### src/rtl/sram_ctrl_pkg.sv
package sram_ctrl_pkg;
  typedef enum logic [2:0] {
    PH_IDLE   = 3'd0,
    PH_SETUP  = 3'd1,
    PH_PULSE  = 3'd2,
    PH_ACCESS = 3'd3,
    PH_RECOV  = 3'd4
  } phase_e;
endpackage

### src/rtl/sram_phase_timer.sv
module sram_phase_timer #(
  parameter int CNT_W = 4
) (
  input  logic             clk_i,
  input  logic             rst_ni,
  input  logic             load_i,
  input  logic [CNT_W-1:0] len_i,
  output logic             done_o
);
  logic [CNT_W-1:0] cnt_q;

  // length 0 is taken as 1: counter loads len-1, saturating at 0
  always_ff @(posedge clk_i or negedge rst_ni) begin
    if (!rst_ni)              cnt_q <= '0;
    else if (load_i)          cnt_q <= (len_i == '0) ? '0 : len_i - 1'b1;
    else if (cnt_q != '0)     cnt_q <= cnt_q - 1'b1;
  end

  assign done_o = (cnt_q == '0);
endmodule

### src/rtl/sram_pin_decode.sv
module sram_pin_decode
  import sram_ctrl_pkg::*;
(
  input  phase_e phase_i,
  input  logic   write_i,
  output logic   ce_n_o,
  output logic   ce_o,
  output logic   we_n_o,
  output logic   oe_n_o,
  output logic   dq_oe_o
);
  logic active;
  assign active  = (phase_i != PH_IDLE);
  assign ce_n_o  = ~active;
  assign ce_o    = active;
  assign we_n_o  = ~(phase_i == PH_PULSE);
  assign oe_n_o  = ~(phase_i == PH_ACCESS);
  // bus driven across setup, pulse and recovery of a write only
  assign dq_oe_o = active & write_i;
endmodule

### src/rtl/sram_rd_capture.sv
module sram_rd_capture #(
  parameter int DATA_W = 8
) (
  input  logic              clk_i,
  input  logic              rst_ni,
  input  logic              cap_i,
  input  logic [DATA_W-1:0] dq_i,
  output logic              valid_o,
  output logic [DATA_W-1:0] rdata_o
);
  always_ff @(posedge clk_i or negedge rst_ni) begin
    if (!rst_ni) begin
      valid_o <= 1'b0;
      rdata_o <= '0;
    end else begin
      valid_o <= cap_i;
      if (cap_i) rdata_o <= dq_i;
    end
  end
endmodule

### src/rtl/sram_seq_ctrl.sv
module sram_seq_ctrl
  import sram_ctrl_pkg::*;
#(
  parameter int ADDR_W = 8,
  parameter int DATA_W = 8,
  parameter int CNT_W  = 4
) (
  input  logic              clk_i,
  input  logic              rst_ni,
  input  logic              req_valid_i,
  output logic              req_ready_o,
  input  logic              req_write_i,
  input  logic [ADDR_W-1:0] req_addr_i,
  input  logic [DATA_W-1:0] req_wdata_i,
  input  logic [CNT_W-1:0]  cfg_setup_i,
  input  logic [CNT_W-1:0]  cfg_pulse_i,
  input  logic [CNT_W-1:0]  cfg_access_i,
  input  logic [CNT_W-1:0]  cfg_recov_i,
  output logic              rsp_valid_o,
  output logic [DATA_W-1:0] rsp_rdata_o,
  output logic [ADDR_W-1:0] sram_addr_o,
  output logic              sram_ce_n_o,
  output logic              sram_ce_o,
  output logic              sram_oe_n_o,
  output logic              sram_we_n_o,
  output logic [DATA_W-1:0] sram_dq_o,
  output logic              sram_dq_oe_o,
  input  logic [DATA_W-1:0] sram_dq_i
);
  phase_e            phase_q, phase_d;
  logic              wr_q;
  logic [ADDR_W-1:0] addr_q;
  logic [DATA_W-1:0] wdata_q;
  logic              tmr_load, tmr_done, accept, cap;
  logic [CNT_W-1:0]  tmr_len;

  assign req_ready_o = (phase_q == PH_IDLE);
  assign accept      = req_valid_i & req_ready_o;

  always_comb begin
    phase_d  = phase_q;
    tmr_load = 1'b0;
    tmr_len  = cfg_setup_i;
    cap      = 1'b0;
    unique case (phase_q)
      PH_IDLE: if (accept) begin
        phase_d  = PH_SETUP;
        tmr_load = 1'b1;
        tmr_len  = cfg_setup_i;
      end
      PH_SETUP: if (tmr_done) begin
        phase_d  = wr_q ? PH_PULSE : PH_ACCESS;
        tmr_load = 1'b1;
        tmr_len  = wr_q ? cfg_pulse_i : cfg_access_i;
      end
      PH_PULSE, PH_ACCESS: if (tmr_done) begin
        phase_d  = PH_RECOV;
        tmr_load = 1'b1;
        tmr_len  = cfg_recov_i;
        cap      = (phase_q == PH_ACCESS);
      end
      PH_RECOV: if (tmr_done) phase_d = PH_IDLE;
      default: phase_d = PH_IDLE;
    endcase
  end

  always_ff @(posedge clk_i or negedge rst_ni) begin
    if (!rst_ni) begin
      phase_q <= PH_IDLE;
      wr_q    <= 1'b0;
      addr_q  <= '0;
      wdata_q <= '0;
    end else begin
      phase_q <= phase_d;
      if (accept) begin
        wr_q    <= req_write_i;
        addr_q  <= req_addr_i;
        wdata_q <= req_wdata_i;
      end
    end
  end

  sram_phase_timer #(.CNT_W(CNT_W)) u_timer (
    .clk_i (clk_i),
    .rst_ni(rst_ni),
    .load_i(tmr_load),
    .len_i (tmr_len),
    .done_o(tmr_done)
  );

  sram_pin_decode u_pins (
    .phase_i(phase_q),
    .write_i(wr_q),
    .ce_n_o (sram_ce_n_o),
    .ce_o   (sram_ce_o),
    .we_n_o (sram_we_n_o),
    .oe_n_o (sram_oe_n_o),
    .dq_oe_o(sram_dq_oe_o)
  );

  sram_rd_capture #(.DATA_W(DATA_W)) u_cap (
    .clk_i  (clk_i),
    .rst_ni (rst_ni),
    .cap_i  (cap),
    .dq_i   (sram_dq_i),
    .valid_o(rsp_valid_o),
    .rdata_o(rsp_rdata_o)
  );

  assign sram_addr_o = addr_q;
  assign sram_dq_o   = wdata_q;
endmodule

### config.mk
export PLATFORM = sky130hd
export DESIGN_NAME = sram_seq_ctrl
export DESIGN_NICKNAME = d
export VERILOG_FILES = /design/src/rtl/sram_ctrl_pkg.sv /design/src/rtl/sram_phase_timer.sv /design/src/rtl/sram_pin_decode.sv /design/src/rtl/sram_rd_capture.sv /design/src/rtl/sram_seq_ctrl.sv
export SDC_FILE = /design/constraint.sdc
export NUM_CORES = 1
export LEC_CHECK = 0
export CAP_MARGIN = 30
export CORE_MARGIN = 2
export CORE_UTILIZATION = 42
export CTS_BUF_LIST = sky130_fd_sc_hd__clkbuf_4
export CTS_CLUSTER_DIAMETER = 200
export DETAILED_ROUTE_END_ITERATION = 16
export PLACE_DENSITY = 0.82
export SLEW_MARGIN = 10
export SYNTH_ARGS = -nofsm -noshare
export SYNTH_HDL_FRONTEND = slang
export SYNTH_SLANG_ARGS = --single-unit
### constraint.sdc
create_clock -name clk_i -period 2.5 [get_ports clk_i]
set_input_delay 0.5 -clock clk_i [delete_from_list [all_inputs] [get_ports clk_i]]
set_output_delay 0.5 -clock clk_i [all_outputs]
set_load 0.1 [all_outputs]
# Word-level counts from Yosys, hierarchy flattened
# Index checks and enable logic that the tools add are counted.
dict set report word_totals {
  register_bits 33
  inputBits 44
  output_inout_bits 31
  wordCells 49
}
dict set report op_classes {
  add_sub_neg 2
  n_eq_ne 8
  n_mux 18
  bitwise 5
  reduce_logical 9
}
# operator n
set op_table {}
lappend op_table {{two-way mux 4 bit} 6}
lappend op_table {{two-way mux 3 bit} 4}
lappend op_table {{case mux 3 bit (4 select lines)} 1}
lappend op_table {{logical NOT 4 bit} 2}
lappend op_table {{case mux 4 bit (2 select lines)} 1}
lappend op_table {{subtractor 4 x 1 -> 4 bit, second input constant} 2}
lappend op_table {{== test 3 x 2 -> 1 bit, second input constant} 2}
lappend op_table {{inequality test 2 bit, second input constant} 3}
lappend op_table {{two-way mux 1 bit} 5}
lappend op_table {{AND reduction 4 bit} 1}
lappend op_table {{nonzero test 4 bit} 1}
lappend op_table {{== test 3 x 1 -> 1 bit, second input constant} 1}
lappend op_table {{== test 3 bit, second input constant} 1}
lappend op_table {{logical NOT 3 bit} 1}
lappend op_table {{inverter 1 bit} 3}
lappend op_table {{nonzero test 3 bit} 1}
lappend op_table {{OR reduction 3 bit} 1}
lappend op_table {{AND 1 bit} 2}
lappend op_table {{inequality test 2 x 1 -> 1 bit, second input constant} 1}
lappend op_table {{case mux 1 bit (2 select lines)} 1}
lappend op_table {{nonzero test 2 bit} 1}
lappend op_table {{OR reduction 2 bit} 1}

# Longest topological paths before layout
# Gate-level depths: netlist of the first run.
dict set report logic_depth {
  ltp_word 6
  depth_mapped 9
  ltp_nobuf 7
}

# Hierarchy
# A second synthesis of the first run with hierarchy kept.
dict set report unflattened {
  hier_cells 126
  area_unflattened_um2 1697.9
}
# mod n_inst cells_per_inst area_per_inst_um2 seq_area_each_um2
set by_module_without_submodules {}
lappend by_module_without_submodules {sram_seq_ctrl 1 74 1022.2 500.5}
lappend by_module_without_submodules {sram_rd_capture 1 18 356.6 225.2}
lappend by_module_without_submodules {sram_phase_timer 1 29 281.5 100.1}
lappend by_module_without_submodules {sram_pin_decode 1 5 37.5 0.0}

# Least setup slack after synthesis of the first run
# Ideal clock, no wire load.
dict set report synth_path {
  path_type {register -> output}
  start {reg phase_q[1]}
  end {out sram_dq_oe_o}
  arrival_ns 4.071
  required_time_ns 2.000
  setup_slack_ns -2.071
  stages_incl_launch_ff 3
  path_buffers 0
  path_cell_list {dfrtp_1 nor3_1 nor2b_1}
}
dict set report synth_via {
  elab_chain_cells 2
}
# item line
set synth_lines {}
lappend synth_lines {{from (decl)} sram_seq_ctrl.sv:30} ;# phase_e phase_q, phase_d;
lappend synth_lines {{from (signal assigned)} sram_seq_ctrl.sv:74} ;# phase_q <= phase_d;
lappend synth_lines {{nonzero test 3 bit} sram_pin_decode.sv:13} ;# assign active = (phase_i != PH_IDLE);
lappend synth_lines {{AND 1 bit} sram_pin_decode.sv:19} ;# assign dq_oe_o = active & write_i;
lappend synth_lines {{to (decl)} sram_seq_ctrl.sv:27} ;# output logic sram_dq_oe_o,
# Every way passes these cells.

# Worst setup path in the final report of the first run
dict set report layout_path {
  start {reg u_timer.cnt_q[0]}
  end {reg u_timer.cnt_q[0]}
}
dict set report layout_via {
  elab_chain_cells 6
  word_cells_on_any_way 14
  cone_classes {add/sub: 2; mux: 8; reduce/logical: 4}
}
# item line
set layout_lines {}
lappend layout_lines {{from (decl)} sram_phase_timer.sv:10} ;# logic [CNT_W-1:0] cnt_q;
lappend layout_lines {{from (signal assigned)} sram_phase_timer.sv:15} ;# else if (load_i) cnt_q <= (len_i == '0) ? '0 : len_i - 1'b1;
lappend layout_lines {{from (signal assigned)} sram_phase_timer.sv:16} ;# else if (cnt_q != '0) cnt_q <= cnt_q - 1'b1;
lappend layout_lines {{logical NOT 4 bit} sram_phase_timer.sv:19} ;# assign done_o = (cnt_q == '0);
lappend layout_lines {{two-way mux 4 bit, on equally long branches} {sram_seq_ctrl.sv:56, sram_seq_ctrl.sv:51}}
lappend layout_lines {{case mux 4 bit (2 select lines)} sram_seq_ctrl.sv:45} ;# unique case (phase_q)
lappend layout_lines {{subtractor 4 x 1 -> 4 bit / logical NOT 4 bit (equally long branches)} sram_phase_timer.sv:15}
lappend layout_lines {{two-way mux 4 bit (2 in a row)} sram_phase_timer.sv:15}
# Parallel ways exist; a longest one is shown, timed or not. The select of a mux whose other input is x is not followed.
# A chain may end at the register's enable or synchronous reset.

==> flow_metrics.env, run 1 <==
export IMPL_crit_type="reg2reg"
export IMPL_hold_violations=0
export IMPL_clk_pin_slew_ns=0.11
export IMPL_fin_crit_sh_pct=93.0
export IMPL_synth_yosys_seq_area_share_pct=53.1
export IMPL_area_growth_syn_to_layout_pct=50.8
export IMPL_grt_pass1_wl_mm=5.89
export IMPL_synth_main_ff_cell="dfrtp_1"
export IMPL_fin_cells=290
export IMPL_worstMarginPinSlew_ns=0.699
export IMPL_htreeDepth=2
export IMPL_relSlewSlack_pct=53.4
export IMPL_worstReg2RegEnd="u_timer.cnt_q[0]"
export IMPL_drc=0
export IMPL_cp_arrival_ns=2.54
export IMPL_core_area_mm2=0.00361
export IMPL_clock_root_buffer="clkbuf_4"
export IMPL_worstSkewPairLatency_ns=0.33
export IMPL_antenna_found_initial=0
export IMPL_synth_cells=162
export IMPL_cts_max_path_buffers=2
export IMPL_final_max_slew_viol_count=0
export IMPL_routed_wl_mm=3.62
export IMPL_avgRoutedWirePerCell_um=12.5
export IMPL_cts_setup_buffers=0
export IMPL_r2r_start="u_timer.cnt_q[0]"
export IMPL_synth_fp_nets=208
export IMPL_num_rows=22
export IMPL_gr_total_overflow=0
export IMPL_start_util_pct=43.1
export IMPL_drtAntennaViolNets=0
export IMPL_grt_pass1_vias=1347
export IMPL_yosys_area_top_type_share_pct=53.1
export IMPL_grt_max_degree=34
export IMPL_synth_edf_count=0
export IMPL_end_kind="flop"
export IMPL_vias_per_cell=4.91
export IMPL_firstDrtPassIters=4
export IMPL_yosysTopAreaCell="dfrtp_1"
export IMPL_multi_input_area_um2=697
export IMPL_cts_tree="built"
export IMPL_drt_iter0_markers=59
export IMPL_yosys_warnings=0
export IMPL_yosysMostFrequentCell="nand2_1"
export IMPL_layout_drive_gt1_share_pct=23.1
export IMPL_nets=287
export IMPL_cts_resized_gates=0
export IMPL_gp_congestion=0.936
export IMPL_rsz0062_at_grt="no"
export IMPL_outcome="finished, final reports clean"
export IMPL_cp_max_fo=7
export IMPL_setup_viol=0
export IMPL_cp_required_ns=2.72
export IMPL_ys_ff_latch=33
export IMPL_dp_hpwl_mm=2.78
export IMPL_die_w_um=64.9
export IMPL_fp_dieArea_mm2=0.00421
export IMPL_skew_ns=0.00581
export IMPL_postCtsHoldBufs=0
export IMPL_rrSetupSlack_ns=0.17
export IMPL_dp_cells=282
export IMPL_io_buffers=74
export IMPL_synth_area_leaders="dfrtp_1 53%, nand2_1 15%, mux2_2 5.8%"
export IMPL_holdCritPathClass="in2async"
export IMPL_regArea_um2=826
export IMPL_synthTopCellsByCount="61 x nand2_1, 33 x dfrtp_1, 8 x mux2_2"
export IMPL_ys_types=33
export IMPL_fillers=306
export IMPL_critPathLaunchType="flop"
export IMPL_vias=1424
export IMPL_synth_async_reset_ratio_pct=100
export IMPL_ff2ff_path_depth=7
export IMPL_ios=75
export IMPL_numCtsBuffers=5
export IMPL_cts_sinks=33
export IMPL_syn_area_per_cell_um2=9.60
export IMPL_dieHeight_um=64.9
export IMPL_max_cap_viol_count=0
export IMPL_netlist_area_mm2=0.00156
export IMPL_antenna_cells=0
export IMPL_fmax_mhz=430
export IMPL_grt_use_total_pct=18.3
export IMPL_min_period_ns=2.33
export IMPL_utilization_pct=65.0
[per-layer routing]
| metal | part of all wire [%] | global-route usage (%) | up-vias |
|---|---|---|---|
| met5 | 0 | 0 | - |
| met4 | 0.77 | 6.38 | 0 |
| met3 | 6.9 | 6.42 | 4 |
| met2 | 50 | 31.2 | 46 |
| met1 | 42 | 21.3 | 669 |
| li1 | - | - | 705 |
[logic make-up after synthesis]
logic type                 Yosys count  synth area share (%)
buffers and inverters               10                  2.82
and+or+nand+nor                     80                  21.9
AOI/OAI and AO/OA                   22                  10.1
muxes                               13                  9.33
xor gates and xnor gates             2                  1.13
DFF                                 33                  53.1
adders and majority gates            2                  1.61
[layout make-up]
cell class,instances,share of cell area [%]
clock buffer,5,1.60
clock inverter,3,0.747
tap,48,2.56
sequential,33,35.2
multi-input combinational,119,29.7
timing repair buffer,79,29.7
inverter,3,0.480
[worst max-delay path, cell delays in order, from the launching register on]
cell	delay, ns
dfrtp_1	0.39
inv_1	0.11
ha_1	0.19
or3b_1	0.38
or3_1	0.44
mux2_4	0.36
o311ai_1	0.25
o21ai_1	0.10
[metrics by stage]
step                cell area (µm²)  hold WS [ns]  setup slack [ns]  setup TNS, ns
floorplan                      1570         0.204           -0.0536         -0.520
global placement               2290         0.459             0.223              0
detailed placement             2290         0.464             0.183              0
CTS                            2340         0.216             0.157              0
global route                   2340         0.250           0.00707              0
finish                         2340         0.205             0.175              0
[cell usage in the layout (no fill, tap or decap), types with 4 or more instances in the layout]
cell             synthesis  layout
buf_4                    1      36
clkbuf_4                 0       5
clkdlybuf4s50_1          0      42
mux2_2                   8       8
dfrtp_1                 33      33
nand2_1                 61      61
mux2i_1                  4       4
nor2_1                   5       5
[registers in the layout, indices dropped and copies added, names as in the netlist]
name and flops:
sram_addr_o 8, wr_q 1, u_timer.cnt_q 4, u_cap.rdata_o 8, u_cap.valid_o 1, phase_q 3, sram_dq_o 8
[worst max path at each step]
stage / start / to / slack (ns) / cells after the start
6_report: u_timer.cnt_q[0] / u_timer.cnt_q[0] / 0.17 / 7
5_1_grt: u_timer.cnt_q[0] / u_timer.cnt_q[3] / 0.007 / 7
4_1_cts: u_timer.cnt_q[0] / u_timer.cnt_q[0] / 0.16 / 7
3_5_place_dp: u_timer.cnt_q[0] / u_timer.cnt_q[0] / 0.18 / 7
3_3_place_gp: u_timer.cnt_q[0] / u_timer.cnt_q[0] / 0.22 / 7
2_1_floorplan: phase_q[0] / sram_ce_o / -0.05 / 2
Power of run 1 is not shown: default switching activity piles up to over one toggle a cycle in this logic, so the estimate is an artifact.
==> run 2, diff against run 1 <==
--- a/config.mk
+++ b/config.mk
@@ -12,6 +12,7 @@
 export CTS_CLUSTER_DIAMETER = 200
 export DETAILED_ROUTE_END_ITERATION = 16
 export PLACE_DENSITY = 0.82
+export SETUP_SLACK_MARGIN = 0.02
 export SLEW_MARGIN = 10
 export SYNTH_ARGS = -nofsm -noshare
 export SYNTH_HDL_FRONTEND = slang
==> flow_metrics.env, run 2 (synthesized netlist as in run 1, its figures left out) <==
export IMPL_outcome="finished, final reports clean"
export IMPL_cts_max_path_buffers=2
export IMPL_num_rows=22
export IMPL_cts_resized_gates=0
export IMPL_hold_violations=0
export IMPL_nets=287
export IMPL_layout_commonest_cell="nand2_1"
export IMPL_holdCritPathClass="reg2reg"
export IMPL_end_kind="flop"
export IMPL_pre_cts_slack_ns=0.178
export IMPL_cp_arrival_ns=2.51
export IMPL_skew_ns=0.00725
export IMPL_path_buf_inv=1
export IMPL_worstHoldPathCells=2
export IMPL_startpoint="u_timer.cnt_q[0]"
export IMPL_cp_max_fo=7
export IMPL_antenna_cells=0
export IMPL_min_period_ns=2.30
export IMPL_grt_pass1_vias=1371
export IMPL_cp_required_ns=2.72
export IMPL_grt_util_met3_pct=5.90
export IMPL_dp_hpwl_mm=2.81
export IMPL_cpPeakStageDelay_ns=0.39
export IMPL_clk_pin_slew_ns=0.10
export IMPL_grt_use_total_pct=19.3
export IMPL_gp_congestion=0.960
export IMPL_use_met2_pct=31.7
export IMPL_cts_setup_buffers=0
export IMPL_setup_ws_ns=0.202
export IMPL_worstMarginPinSlew_ns=0.419
export IMPL_relSlewSlack_pct=72.1
export IMPL_grt_pass1_wl_mm=6.24
export IMPL_fmax_mhz=435
export IMPL_antenna_found_initial=0
export IMPL_start_util_pct=43.1
export IMPL_grt_max_degree=34
export IMPL_io_buffers=74
export IMPL_rsz0062_at_grt="no"
export IMPL_max_cap_viol_count=0
export IMPL_setup_viol=0
export IMPL_r2r_start="u_timer.cnt_q[0]"
export IMPL_dieHeight_um=64.9
export IMPL_drc=0
export IMPL_cts_sinks=33
export IMPL_firstDrtPassIters=4
export IMPL_die_w_um=64.9
export IMPL_layout_drive_gt1_share_pct=24.0
export IMPL_drt_iter0_markers=63
export IMPL_grt_busiest_layer="met2"
export IMPL_crit_type="reg2reg"
export IMPL_drtAntennaViolNets=0
export IMPL_fp_dieArea_mm2=0.00421
export IMPL_numCtsBuffers=5
export IMPL_cts_tree="built"
export IMPL_vias=1423
export IMPL_ff2ff_path_depth=7
export IMPL_path_delay_family="simple AND/OR/NAND/NOR gates"
export IMPL_vias_per_cell=4.91
export IMPL_core_area_mm2=0.00361
export IMPL_clock_root_buffer="clkbuf_4"
export IMPL_area_growth_syn_to_layout_pct=52.1
export IMPL_use_met1_pct=23.7
export IMPL_avgRoutedWirePerCell_um=12.9
export IMPL_crit_slowest_cell="dfrtp_1"
export IMPL_final_max_slew_viol_count=0
export IMPL_routed_wl_mm=3.73
export IMPL_hold_slack_ns=0.489
export IMPL_postCtsHoldBufs=0
export IMPL_critPathLaunchType="flop"
export IMPL_crit_cells=7
export IMPL_crit_chain="inv_1 -> ha_1 -> or3b_1 -> or3_4 -> a22o_1 -> o311ai_2 -> o21ai_1"
export IMPL_fin_crit_sh_pct=91.9
export IMPL_worstSkewPairLatency_ns=0.33
export IMPL_final_cell_mix="61 x nand2_1, 43 x clkdlybuf4s50_1, 36 x buf_4, 33 x dfrtp_1, 8 x mux2_2"
export IMPL_ios=75
export IMPL_htreeDepth=2
export IMPL_gr_total_overflow=0
export IMPL_worstHoldStart="sram_dq_o[6]"
[run 2: changes by cell type in the layout (fill, tap and decap cells not counted), sizes merged]
| cell | change |
|---|---|
| buf | -1 |
| clkbuf | +1 |
| clkdlybuf4s50 | +1 |
| clkinvlp | -1 |
[run 2: final timing paths]
kind | endpoint | slack (ns)
hold / removal | sram_dq_o[6] | 0.49
setup reg to reg | u_timer.cnt_q[0] | 0.20
min in group asynchronous | u_timer.cnt_q[2] | 0.56
max in group asynchronous | phase_q[1] | 1.63
setup / recovery | u_timer.cnt_q[0] | 0.20
hold reg to reg | sram_dq_o[6] | 0.49
[run 2: layer usage]
layer  wire length (µm)  vias to the layer above
li1                   -                      706
met1               1650                      667
met2               1810                       42
met3                214                        8
met4                 59                        0
met5                  0                        -
[run 2: through the flow]
stage	instances	instance area [µm²]	utilization [%]	TNS (ns)
2_1_floorplan	162	1570	-	-0.107
6_report	290	2360	65.6	0
5_1_grt	290	2360	65.6	0
3_5_place_dp	282	2300	63.7	0
3_3_place_gp	282	2300	63.7	0
4_1_cts	290	2350	65.2	0
[run 2: cell type report]
class / instances / area, µm²
Fill cell: 305 / 1240
Timing Repair Buffer: 79 / 701
Tap cell: 48 / 60.1
Sequential cell: 33 / 826
Inverter: 3 / 11.3
Multi-Input combinational cell: 119 / 712
Clock buffer: 6 / 45.0
Clock inverter: 2 / 10.0
[run 2: worst min-delay path, cell delays in order (launching register included)]
cell	delay, ns
dfrtp_1	0.36
nand2_1	0.05
nand2_1	0.05
Power of run 2 is left out for the same reason.
